<file path="config.mk">
export PLATFORM = sky130hd
export DESIGN_NAME = psram_cycle_decoder
export DESIGN_NICKNAME = d
export VERILOG_FILES = /design/src/rtl/psram_dec_pkg.sv /design/src/rtl/psram_cyc_classify.sv /design/src/rtl/psram_cfg_dpd.sv /design/src/rtl/psram_bus_drive.sv /design/src/rtl/psram_cycle_decoder.sv
export SDC_FILE = /design/constraint.sdc
export NUM_CORES = 1
export LEC_CHECK = 0
export BUFFER_PORTS_ARGS = -buffer_cell sky130_fd_sc_hd__buf_2
export CAP_MARGIN = 20
export CELL_PAD_IN_SITES_DETAIL_PLACEMENT = 0
export CELL_PAD_IN_SITES_GLOBAL_PLACEMENT = 1
export CORE_MARGIN = 1.5
export CORE_UTILIZATION = 37
export DETAILED_ROUTE_END_ITERATION = 10
export PLACE_DENSITY = 0.87
export SKIP_CTS_REPAIR_TIMING = 1
export SYNTH_ARGS = -nofsm -noshare
export SYNTH_HDL_FRONTEND = slang
export SYNTH_SLANG_ARGS = --single-unit
</file>
<file path="constraint.sdc">
create_clock -name clk -period 2.03 [get_ports clk]
set_input_delay 0.1015 -clock clk [delete_from_list [all_inputs] [get_ports clk]]
set_output_delay 0.1015 -clock clk [all_outputs]
set_load 0.03 [all_outputs]
</file>
<file path="src/rtl/psram_dec_pkg.sv">
package psram_dec_pkg;
  typedef enum logic [3:0] {
    OP_IDLE    = 4'd0,
    OP_STANDBY = 4'd1,
    OP_DPD     = 4'd2,
    OP_ARD     = 4'd3,
    OP_AWR     = 4'd4,
    OP_BIRD    = 4'd5,
    OP_BIWR    = 4'd6,
    OP_BCONT   = 4'd7,
    OP_CRD     = 4'd8,
    OP_CWR     = 4'd9
  } op_e;

  localparam int NUM_OPS = 10;

  typedef struct packed {
    logic adv_n;
    logic ce_n;
    logic oe_n;
    logic we_n;
    logic cre;
  } ctl_pins_t;
endpackage

</file>
<file path="src/rtl/psram_cyc_classify.sv">
module psram_cyc_classify
  import psram_dec_pkg::*;
(
  input  logic      burst_mode,
  input  logic      dpd,
  input  logic      burst_act,
  input  ctl_pins_t pins,
  output op_e       nxt_op
);
  always_comb begin
    if (dpd) begin
      nxt_op = OP_DPD;
    end else if (pins.ce_n) begin
      nxt_op = OP_STANDBY;
    end else if (!burst_mode) begin
      // level-decoded cycles
      if (pins.cre)
        nxt_op = !pins.we_n ? OP_CWR : (!pins.oe_n ? OP_CRD : OP_IDLE);
      else
        nxt_op = !pins.we_n ? OP_AWR : (!pins.oe_n ? OP_ARD : OP_IDLE);
    end else if (!pins.adv_n) begin
      // address phase of a clocked cycle
      if (pins.cre)
        nxt_op = !pins.we_n ? OP_CWR : (!pins.oe_n ? OP_CRD : OP_IDLE);
      else
        nxt_op = !pins.we_n ? OP_BIWR : OP_BIRD;
    end else begin
      nxt_op = burst_act ? OP_BCONT : OP_IDLE;
    end
  end
endmodule

</file>
<file path="src/rtl/psram_cfg_dpd.sv">
module psram_cfg_dpd #(
  parameter int          DATA_W  = 16,
  parameter int          DPD_BIT = 4,
  parameter logic [15:0] BCR_RST = 16'h8400,
  parameter logic [15:0] RCR_RST = 16'h0010
) (
  input  logic              clk,
  input  logic              rst_n,
  input  logic              cfg_we,
  input  logic              cfg_sel,
  input  logic [DATA_W-1:0] wdata,
  input  logic              ce_n,
  output logic [DATA_W-1:0] bus_reg,
  output logic [DATA_W-1:0] ref_reg,
  output logic              dpd
);
  logic ce_q;
  logic ce_rise, ce_fall;

  assign ce_rise = !ce_q && ce_n;
  assign ce_fall = ce_q && !ce_n;

  always_ff @(posedge clk or negedge rst_n) begin
    if (!rst_n) begin
      bus_reg <= DATA_W'(BCR_RST);
      ref_reg <= DATA_W'(RCR_RST);
      dpd     <= 1'b0;
      ce_q    <= 1'b1;
    end else begin
      ce_q <= ce_n;
      if (dpd) begin
        if (ce_fall) begin
          dpd              <= 1'b0;
          ref_reg[DPD_BIT] <= 1'b1;
        end
      end else begin
        if (cfg_we) begin
          if (cfg_sel) bus_reg <= wdata;
          else         ref_reg <= wdata;
        end
        if (ce_rise && !ref_reg[DPD_BIT]) dpd <= 1'b1;
      end
    end
  end

  assert_dpd_entry_R9: assert property (@(posedge clk) disable iff (!rst_n)
    (!dpd && ce_rise && !ref_reg[DPD_BIT]) |=> dpd);

  assert_dpd_exit_R9: assert property (@(posedge clk) disable iff (!rst_n)
    (dpd && ce_fall) |=> (!dpd && ref_reg[DPD_BIT]));

  assert_cfg_store_R4: assert property (@(posedge clk) disable iff (!rst_n)
    (!dpd && cfg_we && cfg_sel) |=> (bus_reg == $past(wdata)));
endmodule

</file>
<file path="src/rtl/psram_bus_drive.sv">
module psram_bus_drive
  import psram_dec_pkg::*;
#(
  parameter int LANES = 2
) (
  input  op_e                op,
  input  logic               burst_rd,
  input  logic [LANES-1:0]   bsel_n,
  input  logic               wait_req,
  input  logic               wait_pol,
  output logic [NUM_OPS-1:0] op_vec,
  output logic               op_valid,
  output logic               dq_oe,
  output logic [LANES-1:0]   lane_en,
  output logic               wait_oe,
  output logic               wait_o
);
  for (genvar g = 0; g < NUM_OPS; g++) begin : g_onehot
    assign op_vec[g] = (int'(op) == g);
  end

  always_comb begin
    op_valid = 1'b0;
    dq_oe    = 1'b0;
    wait_oe  = 1'b1;
    unique case (op)
      OP_ARD, OP_CRD: begin op_valid = 1'b1; dq_oe = 1'b1; end
      OP_AWR:         begin op_valid = 1'b1; wait_oe = 1'b0; end
      OP_BIRD, OP_BIWR, OP_CWR: op_valid = 1'b1;
      OP_BCONT:       begin op_valid = 1'b1; dq_oe = burst_rd; end
      OP_STANDBY, OP_DPD: wait_oe = 1'b0;
      default: ;
    endcase
  end

  for (genvar g = 0; g < LANES; g++) begin : g_lane
    assign lane_en[g] = op_valid && !bsel_n[g];
  end

  assign wait_o = wait_pol ? wait_req : !wait_req;
endmodule

</file>
<file path="src/rtl/psram_cycle_decoder.sv">
module psram_cycle_decoder
  import psram_dec_pkg::*;
#(
  parameter int          DATA_W   = 16,
  parameter int          MODE_BIT = 15,
  parameter int          POL_BIT  = 10,
  parameter int          DPD_BIT  = 4,
  parameter logic [15:0] BCR_RST  = 16'h8400,
  parameter logic [15:0] RCR_RST  = 16'h0010,
  localparam int         LANES    = DATA_W / 8
) (
  input  logic               clk,
  input  logic               rst_n,
  input  logic               adv_n,
  input  logic               ce_n,
  input  logic               oe_n,
  input  logic               we_n,
  input  logic               cre,
  input  logic [LANES-1:0]   byte_sel_n,
  input  logic               reg_sel,
  input  logic [DATA_W-1:0]  adq_in,
  input  logic               wait_req,
  output logic [NUM_OPS-1:0] op_vec,
  output logic               op_valid,
  output logic               dq_oe,
  output logic [LANES-1:0]   lane_en,
  output logic               wait_oe,
  output logic               wait_o,
  output logic [DATA_W-1:0]  cfg_rdata,
  output logic               burst_mode,
  output logic               in_dpd
);
  ctl_pins_t         pins;
  op_e               nxt_op, op_q, op_out;
  logic [LANES-1:0]  bsel_q, bsel_eff;
  logic              sel_q, sel_eff;
  logic              burst_act, burst_rd;
  logic [DATA_W-1:0] bus_reg, ref_reg;

  assign pins       = '{adv_n: adv_n, ce_n: ce_n, oe_n: oe_n, we_n: we_n, cre: cre};
  assign burst_mode = !bus_reg[MODE_BIT];

  psram_cyc_classify u_cls (
    .burst_mode (burst_mode),
    .dpd        (in_dpd),
    .burst_act  (burst_act),
    .pins       (pins),
    .nxt_op     (nxt_op)
  );

  psram_cfg_dpd #(
    .DATA_W (DATA_W), .DPD_BIT (DPD_BIT),
    .BCR_RST (BCR_RST), .RCR_RST (RCR_RST)
  ) u_cfg (
    .clk     (clk),
    .rst_n   (rst_n),
    .cfg_we  (nxt_op == OP_CWR),
    .cfg_sel (reg_sel),
    .wdata   (adq_in),
    .ce_n    (ce_n),
    .bus_reg (bus_reg),
    .ref_reg (ref_reg),
    .dpd     (in_dpd)
  );

  always_ff @(posedge clk or negedge rst_n) begin
    if (!rst_n) begin
      op_q      <= OP_STANDBY;
      bsel_q    <= '1;
      sel_q     <= 1'b0;
      burst_act <= 1'b0;
      burst_rd  <= 1'b0;
    end else begin
      op_q   <= nxt_op;
      bsel_q <= byte_sel_n;
      sel_q  <= reg_sel;
      unique case (nxt_op)
        OP_BIRD:  begin burst_act <= 1'b1; burst_rd <= 1'b1; end
        OP_BIWR:  begin burst_act <= 1'b1; burst_rd <= 1'b0; end
        OP_BCONT: ;
        default:  burst_act <= 1'b0;
      endcase
    end
  end

  assign op_out    = in_dpd ? OP_DPD : (burst_mode ? op_q : nxt_op);
  assign bsel_eff  = burst_mode ? bsel_q : byte_sel_n;
  assign sel_eff   = burst_mode ? sel_q : reg_sel;
  assign cfg_rdata = sel_eff ? bus_reg : ref_reg;

  psram_bus_drive #(.LANES (LANES)) u_drv (
    .op       (op_out),
    .burst_rd (burst_rd),
    .bsel_n   (bsel_eff),
    .wait_req (wait_req),
    .wait_pol (bus_reg[POL_BIT]),
    .op_vec   (op_vec),
    .op_valid (op_valid),
    .dq_oe    (dq_oe),
    .lane_en  (lane_en),
    .wait_oe  (wait_oe),
    .wait_o   (wait_o)
  );

  assert_onehot_op_R10: assert property (@(posedge clk) disable iff (!rst_n)
    $countones(op_vec) == 1);

  assert_async_write_hiz_R2: assert property (@(posedge clk) disable iff (!rst_n)
    (!burst_mode && !in_dpd && !ce_n && !cre && !we_n) |-> (!dq_oe && !wait_oe && op_valid));

  assert_standby_quiet_R3: assert property (@(posedge clk) disable iff (!rst_n)
    op_vec[OP_STANDBY] |-> (!op_valid && !dq_oe && !wait_oe && lane_en == '0));

  assert_burst_init_wr_R5: assert property (@(posedge clk) disable iff (!rst_n)
    (burst_mode && !in_dpd && !ce_n && !adv_n && !cre && !we_n) |=> op_vec[OP_BIWR]);
endmodule

</file>
Yosys cells after proc, flatten, opt, wreduce, memory -nomap -nowiden --
Cells that the tools add are included.
Storage, ports and cells: word-level logic and storage cells 88, register bits 43
Cells by class: equal/unequal tests 24, bitwise operators 2, mux-type cells 30, reductions and logical operators 22
Operators with widths (count):
- two-way mux 4 bit | 11
- == test 4 x 3 -> 1 bit, second input constant | 9
- == test 4 bit, second input constant | 9
- two-way mux 16 bit | 1
- == test 4 x 2 -> 1 bit, second input constant | 3
- two-way mux 5 bit | 2
- two-way mux 1 bit | 9
- AND reduction 3 bit | 3
- logical NOT 1 bit | 7
- OR reduction 7 bit | 1
- two-way mux 2 bit | 3
- one-hot mux 1 bit (2 select lines) | 3
- logical AND 1 bit | 5
- == test 4 x 1 -> 1 bit, second input constant | 1
- logical NOT 4 bit | 1
- nonzero test 2 bit | 2
- OR reduction 2 bit | 2
- two-way mux 3 bit | 1
- OR reduction 3 bit | 1
- != test 2 x 1 -> 1 bit, second input constant | 1
- != test 2 bit, second input constant | 1
- inverter 1 bit | 2

Longest topological paths before layout --
Gate-level depths: netlist of the first run.
depth after elaboration 13, gate-level depth with buffers 9

By module --
A second synthesis of the first run with hierarchy kept.
Second synthesis, totals: cell total of the unflattened synthesis 179, area, all modules 2357.3 µm²
Modules (own cells, without submodules):
- psram_cfg_dpd | instances 1, area each 1361.3 µm², cells each 77
- psram_cycle_decoder | instances 1, area each 649.4 µm², cells each 51
- psram_bus_drive | instances 1, area each 214.0 µm², cells each 32
- psram_cyc_classify | instances 1, area each 132.6 µm², cells each 19

Least setup slack after synthesis of the first run --
No wires, ideal clock.
path type flip-flop to output port, start point register u_cfg.bus_reg[15], end point output port lane_en[0], cell stages (with the launch flop) 7, data required time 1929 ps, slack -481 ps, arrival time 2410 ps, cells stage by stage dfstp_2 > buf_2 > inv_1 > a221oi_1 > inv_1 > a2bb2oi_1 > a211oi_1
On the way: word-level cells in the longest chain between the ends 9, elaborated cells on any way between the ends 17, those cells by class eq/ne: 7; mux: 7; reduce/logical: 3
RTL lines:
- from (decl) | line psram_cfg_dpd.sv:13 | output logic [DATA_W-1:0] bus_reg,
- from (signal assigned) | line psram_cfg_dpd.sv:25 | bus_reg <= DATA_W'(BCR_RST);
- from (signal assigned) | line psram_cfg_dpd.sv:38 | if (cfg_sel) bus_reg <= wdata;
- two-way mux 4 bit | line psram_cyc_classify.sv:15 | end else if (!burst_mode) begin
- two-way mux 4 bit | line psram_cyc_classify.sv:13 | end else if (pins.ce_n) begin
- two-way mux 4 bit | line psram_cyc_classify.sv:11 | if (dpd) begin
- two-way mux 4 bit (2 in series) | line psram_cycle_decoder.sv:86 | assign op_out = in_dpd ? OP_DPD : (burst_mode ? op_q : nxt_op);
- == test 4 x 3 -> 1 bit (tied with other cells) | line psram_bus_drive.sv:26 | unique case (op)
- OR reduction 7 bit (no source line)
- two-way mux 1 bit | line psram_bus_drive.sv:26
- logical AND 1 bit * | line psram_bus_drive.sv:37 | assign lane_en[g] = op_valid && !bsel_n[g];
- to (decl) | line psram_cycle_decoder.sv:26 | output logic [LANES-1:0] lane_en,
Mark *: on every way between the ends. The rest lies on a longest branch, timed or not.

Final worst setup path of the first run --
start point register u_cfg.bus_reg[15], end point output port dq_oe
On the way: word-level cells in the longest chain between the ends 8, elaborated cells on any way between the ends 10, those cells by class eq/ne: 3; mux: 6; reduce/logical: 1
RTL lines:
- two-way mux 4 bit | line psram_cyc_classify.sv:15
- two-way mux 4 bit | line psram_cyc_classify.sv:13
- two-way mux 4 bit | line psram_cyc_classify.sv:11
- two-way mux 4 bit * (2 in series) | line psram_cycle_decoder.sv:86
- == test 4 x 2 -> 1 bit / == test 4 bit (equally long branches) | line psram_bus_drive.sv:26
- OR reduction 2 bit | line psram_bus_drive.sv:26
- one-hot mux 1 bit (2 select lines) * | line psram_bus_drive.sv:26
- to (decl) | line psram_cycle_decoder.sv:25 | output logic dq_oe,
Marked as above.

==> impl_metrics.yaml, run 1 <==
timing:
  hold_viol: 0
  min_period_ns: 2.19
  period_share_pct: 108
  setup_viol: 25
  fmax_mhz: 456
  fin_ws_ns: -0.164
  slew_headroom_pct: 68.7
  fin_hold_ws_ns: 0.00997
  skew_ns: 0.00650
  worst_pin_slew_ns: 0.469
  rsz0062_at_grt: "yes"
  maxSlewViolCount: 0
  tns_ns: -3.22
detailed_routing:
  wl_per_cell_um: 13.8
  drc: 0
  drt-total-wl_um: 4800
  drt_first_pass_iters: 6
  routed_via_density: 4.95
  vias: 1716
  initialDrtViolationCount: 60
  antenna_left: 0
outcome:
  violations: "negative setup slack"
  outcome: "complete, but fails checks"
worst_setup_path:
  critical_path.endpoint_type: "output pin"
  worstPathCellList: "clkinvlp_4, a221oi_4, or2_4, nor2_2, or3_4, buf_6"
  critical-path-max-stage-delay_ns: 0.59
  path_max_fanout: 5
  cp_top_family: "flip-flops"
  slowest_stage: "dfstp_2"
  crit_arrival_ns: 2.09
  critPathBufInv: 2
  crit_path_start_kind: "register"
  crit_type: "register to output pin"
  required_ns: 1.93
pwr:
  ir_drop_v: 0.00114
  leakagePower_uw: 0.00148
  power.density_mw_per_mm2: 1770
synth:
  synth.most_common_cell: "mux2_2"
  yosysTopAreaCell: "dfrtp_1"
  synth_cell_type_count: 42
  ys_seq_area_share_pct: 48.1
  synth_edf_count: 0
  synthDominantCellAreaShare_pct: 40.0
  syn_nets: 216
  ys_async_sr_fraction_pct: 100
  synth_commonest_cells: "mux2_2, dfrtp_1, nor2_1"
  synth_area_mm2: 0.00225
  syn_avg_cell_area_um2: 12.0
  yosysWarnings: 0
  synth_area_leaders: "dfrtp_1, mux2_2, dfstp_2, mux2_4, nor2_1"
  ys.flop_type: "dfrtp_1"
  synth_cells: 188
  ys_seq_elements: 43
global_routing:
  grt_overflow: 0
  grtUsageTotal_pct: 15.7
  grt_max_degree: 22
  grt_pass1_vias: 1724
  antenna_found_initial: 0
  grt_pass1_wl_um: 7940
hold_path:
  hp-class: "input pin to register"
cts:
  clock_sinks: 43
  numCtsBuffers: 5
  path_clk_slew_ns: 0.08
  htreeDepth: 2
  root_buffer: "clkbuf_8"
  cts_tree: "built"
  clk_latency_ns: 0.29
  cts.path.max_buffers: 2
die:
  boundaryPins: 61
  die-height_um: 81.0
  design.core.area_mm2: 0.00589
  dieArea_mm2: 0.00657
  fp-row-count: 28
  start_util_pct: 38.3
  die_w_um: 81.0
cells_and_area:
  final_layout_size_suffix_gt1_share_pct: 62.9
  fillerInstances: 547
  seqCellArea_mm2: 0.00108
  multi_input_area_mm2: 0.00124
  antenna_cells: 0
  area_growth_pct: 39.4
  final_nets: 299
placement:
  io_buffers: 60
  post-place-ws_ns: 0.0399
  hpwlAfterDp_um: 3600
  place_congestion: 0.818
flow_run:
  maxCapViolations: 0
report_power, final:
| part | switching (uW) | internal, uW | leakage, uW |
|---|---|---|---|
| clock network | 271 | 310 | 0.0000515 |
| registers | 215 | 1260 | 0.000532 |
| logic | 1900 | 1590 | 0.000898 |
| total | 2390 | 3160 | 0.00148 |
per-layer routing:
| metal | global-route usage [%] | routed length, um | vias to the layer above |
|---|---|---|---|
| li1 | - | - | 838 |
| met1 | 19.2 | 2090 | 815 |
| met2 | 26.2 | 2280 | 56 |
| met3 | 5.06 | 371 | 7 |
| met4 | 5.17 | 66 | 0 |
| met5 | 0 | 0 | - |
kinds of logic (layout without fill, tap and decap cells):
logic type	Yosys count	count (layout)	synth area share, %
buffers and inverters	17	101	4.00
flip-flops	43	43	48.1
XOR/XNOR	1	1	0.389
adder cells (fa/ha/maj)	1	1	0.555
AO/OA/AOI/OAI	30	30	9.83
multiplexers	49	49	26.0
AND/OR/NAND/NOR	47	47	11.0
path summary, 6_finish.rpt:
path | cells past startpoint | slack [ns] | endpoint | from
min in group asynchronous | 2 | 0.29 | u_cfg.ref_reg[12] | rst_n
worst min register to register | 1 | 0.50 | u_cfg.ref_reg[6] | u_cfg.ref_reg[6]
worst max-delay path | 6 | -0.16 | dq_oe | u_cfg.bus_reg[15]
worst max register to register | 7 | 0.01 | u_cfg.bus_reg[8] | u_cfg.bus_reg[15]
max in group asynchronous | 3 | 1.12 | u_cfg.bus_reg[15] | rst_n
worst min-delay path | 1 | 0.01 | u_cfg.ce_q | ce_n
stage by stage:
step | instances | total power [uW] | utilization (%) | instance area [um2]
floorplan | 188 | 3770 | - | 2360
global placement | 332 | 4530 | 48.4 | 2850
detailed placement | 332 | 4600 | 48.4 | 2850
CTS | 340 | 5200 | 50.1 | 2950
global route | 347 | 5900 | 53.4 | 3140
finish | 347 | 5550 | 53.4 | 3140
final cells by class:
class / instances / area share (%)
Sequential cell: 43 / 34.5
Timing Repair Buffer: 83 / 18.6
Clock buffer: 8 / 3.19
Inverter: 10 / 1.31
Multi-Input combinational cell: 128 / 39.4
Tap cell: 75 / 2.99
cell usage in the layout (no fill, tap or decap), drive strengths merged, types with 2 or more instances in the layout:
| cell type | Yosys | final |
|---|---|---|
| nor2 | 18 | 18 |
| dfrtp | 36 | 36 |
| o21ai | 6 | 6 |
| a211oi | 2 | 2 |
| and4 | 2 | 2 |
| nand2 | 9 | 9 |
| a21o | 2 | 2 |
| dlygate4sd3 | 0 | 4 |
| a31oi | 2 | 2 |
| dfstp | 7 | 7 |
| a21boi | 2 | 2 |
| nor2b | 3 | 3 |
| nor3 | 2 | 2 |
| or2 | 2 | 2 |
| clkbuf | 1 | 12 |
| mux2i | 2 | 2 |
| nand2b | 4 | 4 |
| mux2 | 47 | 47 |
| buf | 6 | 75 |
| inv | 10 | 9 |
| nor3b | 2 | 2 |
| a21oi | 7 | 7 |
| a221oi | 2 | 2 |
No activity file was read; power rests on OpenSTA's default activity.
==> inputs of run 2 (changes only) <==
--- a/config.mk
+++ b/config.mk
@@ -8,11 +8,12 @@
 export BUFFER_PORTS_ARGS = -buffer_cell sky130_fd_sc_hd__buf_2
 export CAP_MARGIN = 20
 export CELL_PAD_IN_SITES_DETAIL_PLACEMENT = 0
-export CELL_PAD_IN_SITES_GLOBAL_PLACEMENT = 1
+export CELL_PAD_IN_SITES_GLOBAL_PLACEMENT = 2
 export CORE_MARGIN = 1.5
-export CORE_UTILIZATION = 37
+export CORE_UTILIZATION = 30
 export DETAILED_ROUTE_END_ITERATION = 10
-export PLACE_DENSITY = 0.87
+export PLACE_DENSITY = 0.86
+export RECOVER_POWER = 50
 export SKIP_CTS_REPAIR_TIMING = 1
 export SYNTH_ARGS = -nofsm -noshare
 export SYNTH_HDL_FRONTEND = slang
==> impl_metrics.yaml, run 2 (synthesized netlist as in run 1, its figures left out) <==
outcome:
  outcome: "complete, but fails checks"
  violations: "max-capacitance violations, max-slew violations, negative setup slack"
global_routing:
  antenna_found_initial: 0
  grtUsageTotal_pct: 12.6
  grt_overflow: 0
  grt_max_degree: 42
  grt_pass1_vias: 1618
  grt_pass1_wl_um: 7780
timing:
  rsz0062_at_grt: "yes"
  setup_viol: 28
  min_period_ns: 2.23
  fmax_mhz: 449
  tns_ns: -4.00
  fin_ws_ns: -0.196
  hold_viol: 0
  slew_headroom_pct: -43.1
  worst_pin_slew_ns: 2.15
  maxSlewViolCount: 42
  period_share_pct: 110
  skew_ns: 0.0122
flow_run:
  maxCapViolations: 1
placement:
  hpwlAfterDp_um: 3730
  io_buffers: 60
  post-place-ws_ns: 0.0626
  postPlaceCellArea_mm2: 0.00288
  place_congestion: 0.783
cts:
  htreeDepth: 2
  path_clk_slew_ns: 0.08
  clock_sinks: 43
  clk_latency_ns: 0.29
  cts.path.max_buffers: 2
  cts_tree: "built"
  numCtsBuffers: 5
  root_buffer: "clkbuf_8"
die:
  fp-row-count: 31
  dieArea_mm2: 0.00804
  design.core.area_mm2: 0.00725
  die_w_um: 89.7
  boundaryPins: 61
  die-height_um: 89.7
  start_util_pct: 31.1
cells_and_area:
  final_nets: 297
  layout_commonest_cell: "buf_2"
  final_layout_size_suffix_gt1_share_pct: 58.1
  antenna_cells: 0
  area_growth_pct: 36.3
  fin_util_pct: 42.3
  final_cell_area_mm2: 0.00307
  final_cell_mix: "buf_2, mux2_2, dfrtp_1"
  fillerInstances: 710
worst_setup_path:
  crit_type: "register to output pin"
  required_ns: 1.93
  slowest_stage: "dfstp_2"
  critical-path-max-stage-delay_ns: 0.62
  worstPathCellList: "buf_4, mux2i_2, buf_12, mux2_2, buf_2"
  crit_arrival_ns: 2.12
  critical_path.endpoint_type: "output pin"
  crit_path_start_kind: "register"
  path_max_fanout: 15
detailed_routing:
  initialDrtViolationCount: 44
  drt-total-wl_um: 4960
  antenna_left: 0
  drc: 0
  drt_first_pass_iters: 4
  wl_per_cell_um: 13.4
  routed_via_density: 4.55
  vias: 1678
hold_path:
  hp-class: "input pin to register"
pwr:
  ir_drop_v: 0.000773
  leakagePower_uw: 0.00145
  power.density_mw_per_mm2: 1740
run 2: cell types whose count changed in the layout (fill, tap and decap cells not counted), sizes merged:
cell | before | now
bufinv | 0 | 1
buf | 75 | 71
clkbuf | 12 | 13
run 2: per-stage QoR:
stage	std cells	hold slack [ns]	total power, uW
after floorplan	188	-0.194	3770
after global placement	356	0.241	4570
after detailed placement	356	0.243	4610
after CTS	364	-0.0662	5270
after global routing	369	0.0351	5720
final	369	0.0464	5360
run 2: cell type report:
class	count	area (um2)	area share (%)
tap	99	124	4.03
inverter	10	41.3	1.34
clock inverter	1	30.0	0.978
multi-input combinational	128	1190	38.6
sequential	43	1080	35.3
clock buffer	7	76.3	2.48
timing repair buffer	81	529	17.2
run 2: power breakdown:
part	internal [uW]	switching [uW]
clock network	368	279
logic	1410	1820
registers	1260	218
run 2: worst paths after layout:
| path | slack (ns) | cells after the start | start | endpoint |
|---|---|---|---|---|
| worst max register to register | 0.04 | 6 | burst_act | u_cfg.bus_reg[4] |
| worst min-delay path | 0.05 | 2 | adq_in[2] | u_cfg.bus_reg[2] |
| min in group asynchronous | 0.43 | 1 | rst_n | u_cfg.ref_reg[7] |
| worst min register to register | 0.50 | 1 | u_cfg.ref_reg[13] | u_cfg.ref_reg[13] |
| max in group asynchronous | 0.37 | 1 | rst_n | op_q[1] |
| worst max-delay path | -0.20 | 5 | u_cfg.bus_reg[15] | cfg_rdata[14] |
run 2: worst max-delay path: cells and delay by family, from the launching register on:
kind,cells,cell delay (ns)
flip-flops,1,0.62
multiplexers,2,0.63
buffers and inverters,3,0.59
run 2: routing by layer:
metal / part of all wire [%] / GRT usage (%)
met1: 47 / 16.7
met2: 46 / 20.4
met3: 6.8 / 3.66
met4: 0.77 / 2.94
met5: 0 / 0
==> inputs of run 3 (changes only) <==
--- a/config.mk
+++ b/config.mk
@@ -10,9 +10,9 @@
 export CELL_PAD_IN_SITES_DETAIL_PLACEMENT = 0
 export CELL_PAD_IN_SITES_GLOBAL_PLACEMENT = 2
 export CORE_MARGIN = 1.5
-export CORE_UTILIZATION = 30
+export CORE_UTILIZATION = 33
 export DETAILED_ROUTE_END_ITERATION = 10
-export PLACE_DENSITY = 0.86
+export PLACE_DENSITY_LB_ADDON = 0.1
 export RECOVER_POWER = 50
 export SKIP_CTS_REPAIR_TIMING = 1
 export SYNTH_ARGS = -nofsm -noshare
==> constraint.sdc (replaced) <==
create_clock -name clk -period 2.35 [get_ports clk]
set_input_delay 0.1175 -clock clk [delete_from_list [all_inputs] [get_ports clk]]
set_output_delay 0.1175 -clock clk [all_outputs]
set_load 0.03 [all_outputs]
==> impl_metrics.yaml, run 3 (synthesized netlist as in run 1, its figures left out) <==
cts:
  root_buffer: "clkbuf_8"
  cts_tree: "built"
  clk_latency_ns: 0.29
  cts.path.max_buffers: 2
  clock_sinks: 43
  path_clk_slew_ns: 0.08
  numCtsBuffers: 5
  htreeDepth: 2
die:
  design.core.area_mm2: 0.00646
  fp-row-count: 29
  boundaryPins: 61
  die_w_um: 85.6
  start_util_pct: 34.9
  dieArea_mm2: 0.00733
  die-height_um: 85.6
global_routing:
  grtUsageTotal_pct: 13.8
  grt_overflow: 0
  grt_max_degree: 44
  antenna_found_initial: 0
  grt_pass1_vias: 1651
  grt_pass1_wl_um: 7970
pwr:
  power.density_mw_per_mm2: 1490
  leakagePower_uw: 0.00137
  ir_drop_v: 0.000742
placement:
  hpwlAfterDp_um: 3530
  io_buffers: 60
  dp.cells: 325
  place_congestion: 0.713
  postPlaceCellArea_mm2: 0.00267
hold_path:
  hp-class: "input pin to register"
  whs_endpoint: "u_cfg.bus_reg[9]"
  holdPathStages: 2
  hp-start: "adq_in[9]"
cells_and_area:
  final_layout_size_suffix_gt1_share_pct: 55.0
  final_cell_area_mm2: 0.00282
  final_cell_mix: "buf_2, mux2_2, dfrtp_1"
  layout_commonest_cell: "buf_2"
  antenna_cells: 0
  final_cells: 337
  fin_util_pct: 43.6
  area_growth_pct: 24.9
  final_nets: 287
detailed_routing:
  routed_via_density: 4.82
  drt_first_pass_iters: 7
  vias: 1625
  wl_per_cell_um: 14.8
  drt-total-wl_um: 4980
  initialDrtViolationCount: 49
  drc: 3
  antenna_left: 0
timing:
  period_share_pct: 95.4
  rsz0062_at_grt: "yes"
  maxSlewViolCount: 44
  setup_viol: 0
  tns_ns: 0
  slew_headroom_pct: -51.5
  hold_viol: 0
  worst_pin_slew_ns: 2.27
  fmax_mhz: 446
  skew_ns: 0.00588
  min_period_ns: 2.24
  fin_hold_ws_ns: 0.0691
flow_run:
  maxCapViolations: 1
worst_setup_path:
  required_ns: 2.23
  r2r_start: "u_cfg.bus_reg[15]"
  critical_path.endpoint_type: "output pin"
  reg2reg_to: "u_cfg.bus_reg[5]"
  crit_path_start_kind: "register"
  rr_worst_depth: 6
  r2r_setup_slack_ns: 0.17
  crit_type: "register to output pin"
  path_max_fanout: 10
  crit_arrival_ns: 2.12
outcome:
  violations: "design-rule violations, max-capacitance violations, max-slew violations"
  outcome: "complete, but fails checks"
## run 3: per-layer routing
layer / vias up / global-route usage [%] / share of wire [%]
met1: 772 / 18.3 / 47
met2: 41 / 22.2 / 47
met4: 0 / 4.69 / 0.94
li1: 808 / - / -
met5: - / 0 / 0
met3: 4 / 3.27 / 5.1
## run 3: worst max path at each step
stage	start	to	slack, ns
floorplan	u_cfg.bus_reg[15]	lane_en[0]	-0.18
global placement	cre	u_cfg.bus_reg[3]	0.30
detailed placement	cre	u_cfg.bus_reg[5]	0.30
CTS	u_cfg.bus_reg[15]	dq_oe	-0.03
global route	u_cfg.bus_reg[15]	dq_oe	-0.02
finish	u_cfg.bus_reg[15]	dq_oe	0.11
## run 3: final cells by class
class                      instances  area [um2]
multi-input combinational        128        1110
sequential                        43        1080
timing repair buffer              71         399
fill                             656        3640
clock inverter                     3        15.0
clock buffer                       5        68.8
tap                               77        96.3
inverter                          10        37.5
## run 3: critical path, stage by stage, from the launching register on
cell and delay [ns]:
dfstp_2 0.58, buf_4 0.19, nand3b_1 0.12, a21o_1 0.23, nand2_2 0.11, nor2_1 0.07, or3_1 0.35, buf_2 0.18
## run 3: where the power goes
group | switching, uW | internal [uW]
sequential | 178 | 1090
clock | 246 | 203
combinational | 1490 | 989
total | 1910 | 2280
## run 3: per-stage QoR
| stage | setup WS, ns | total power [uW] |
|---|---|---|
| after global routing | -0.0220 | 4470 |
| after global placement | 0.300 | 3680 |
| final | 0.109 | 4200 |
| after CTS | -0.0322 | 4160 |
| after floorplan | -0.177 | 3050 |
| after detailed placement | 0.300 | 3690 |
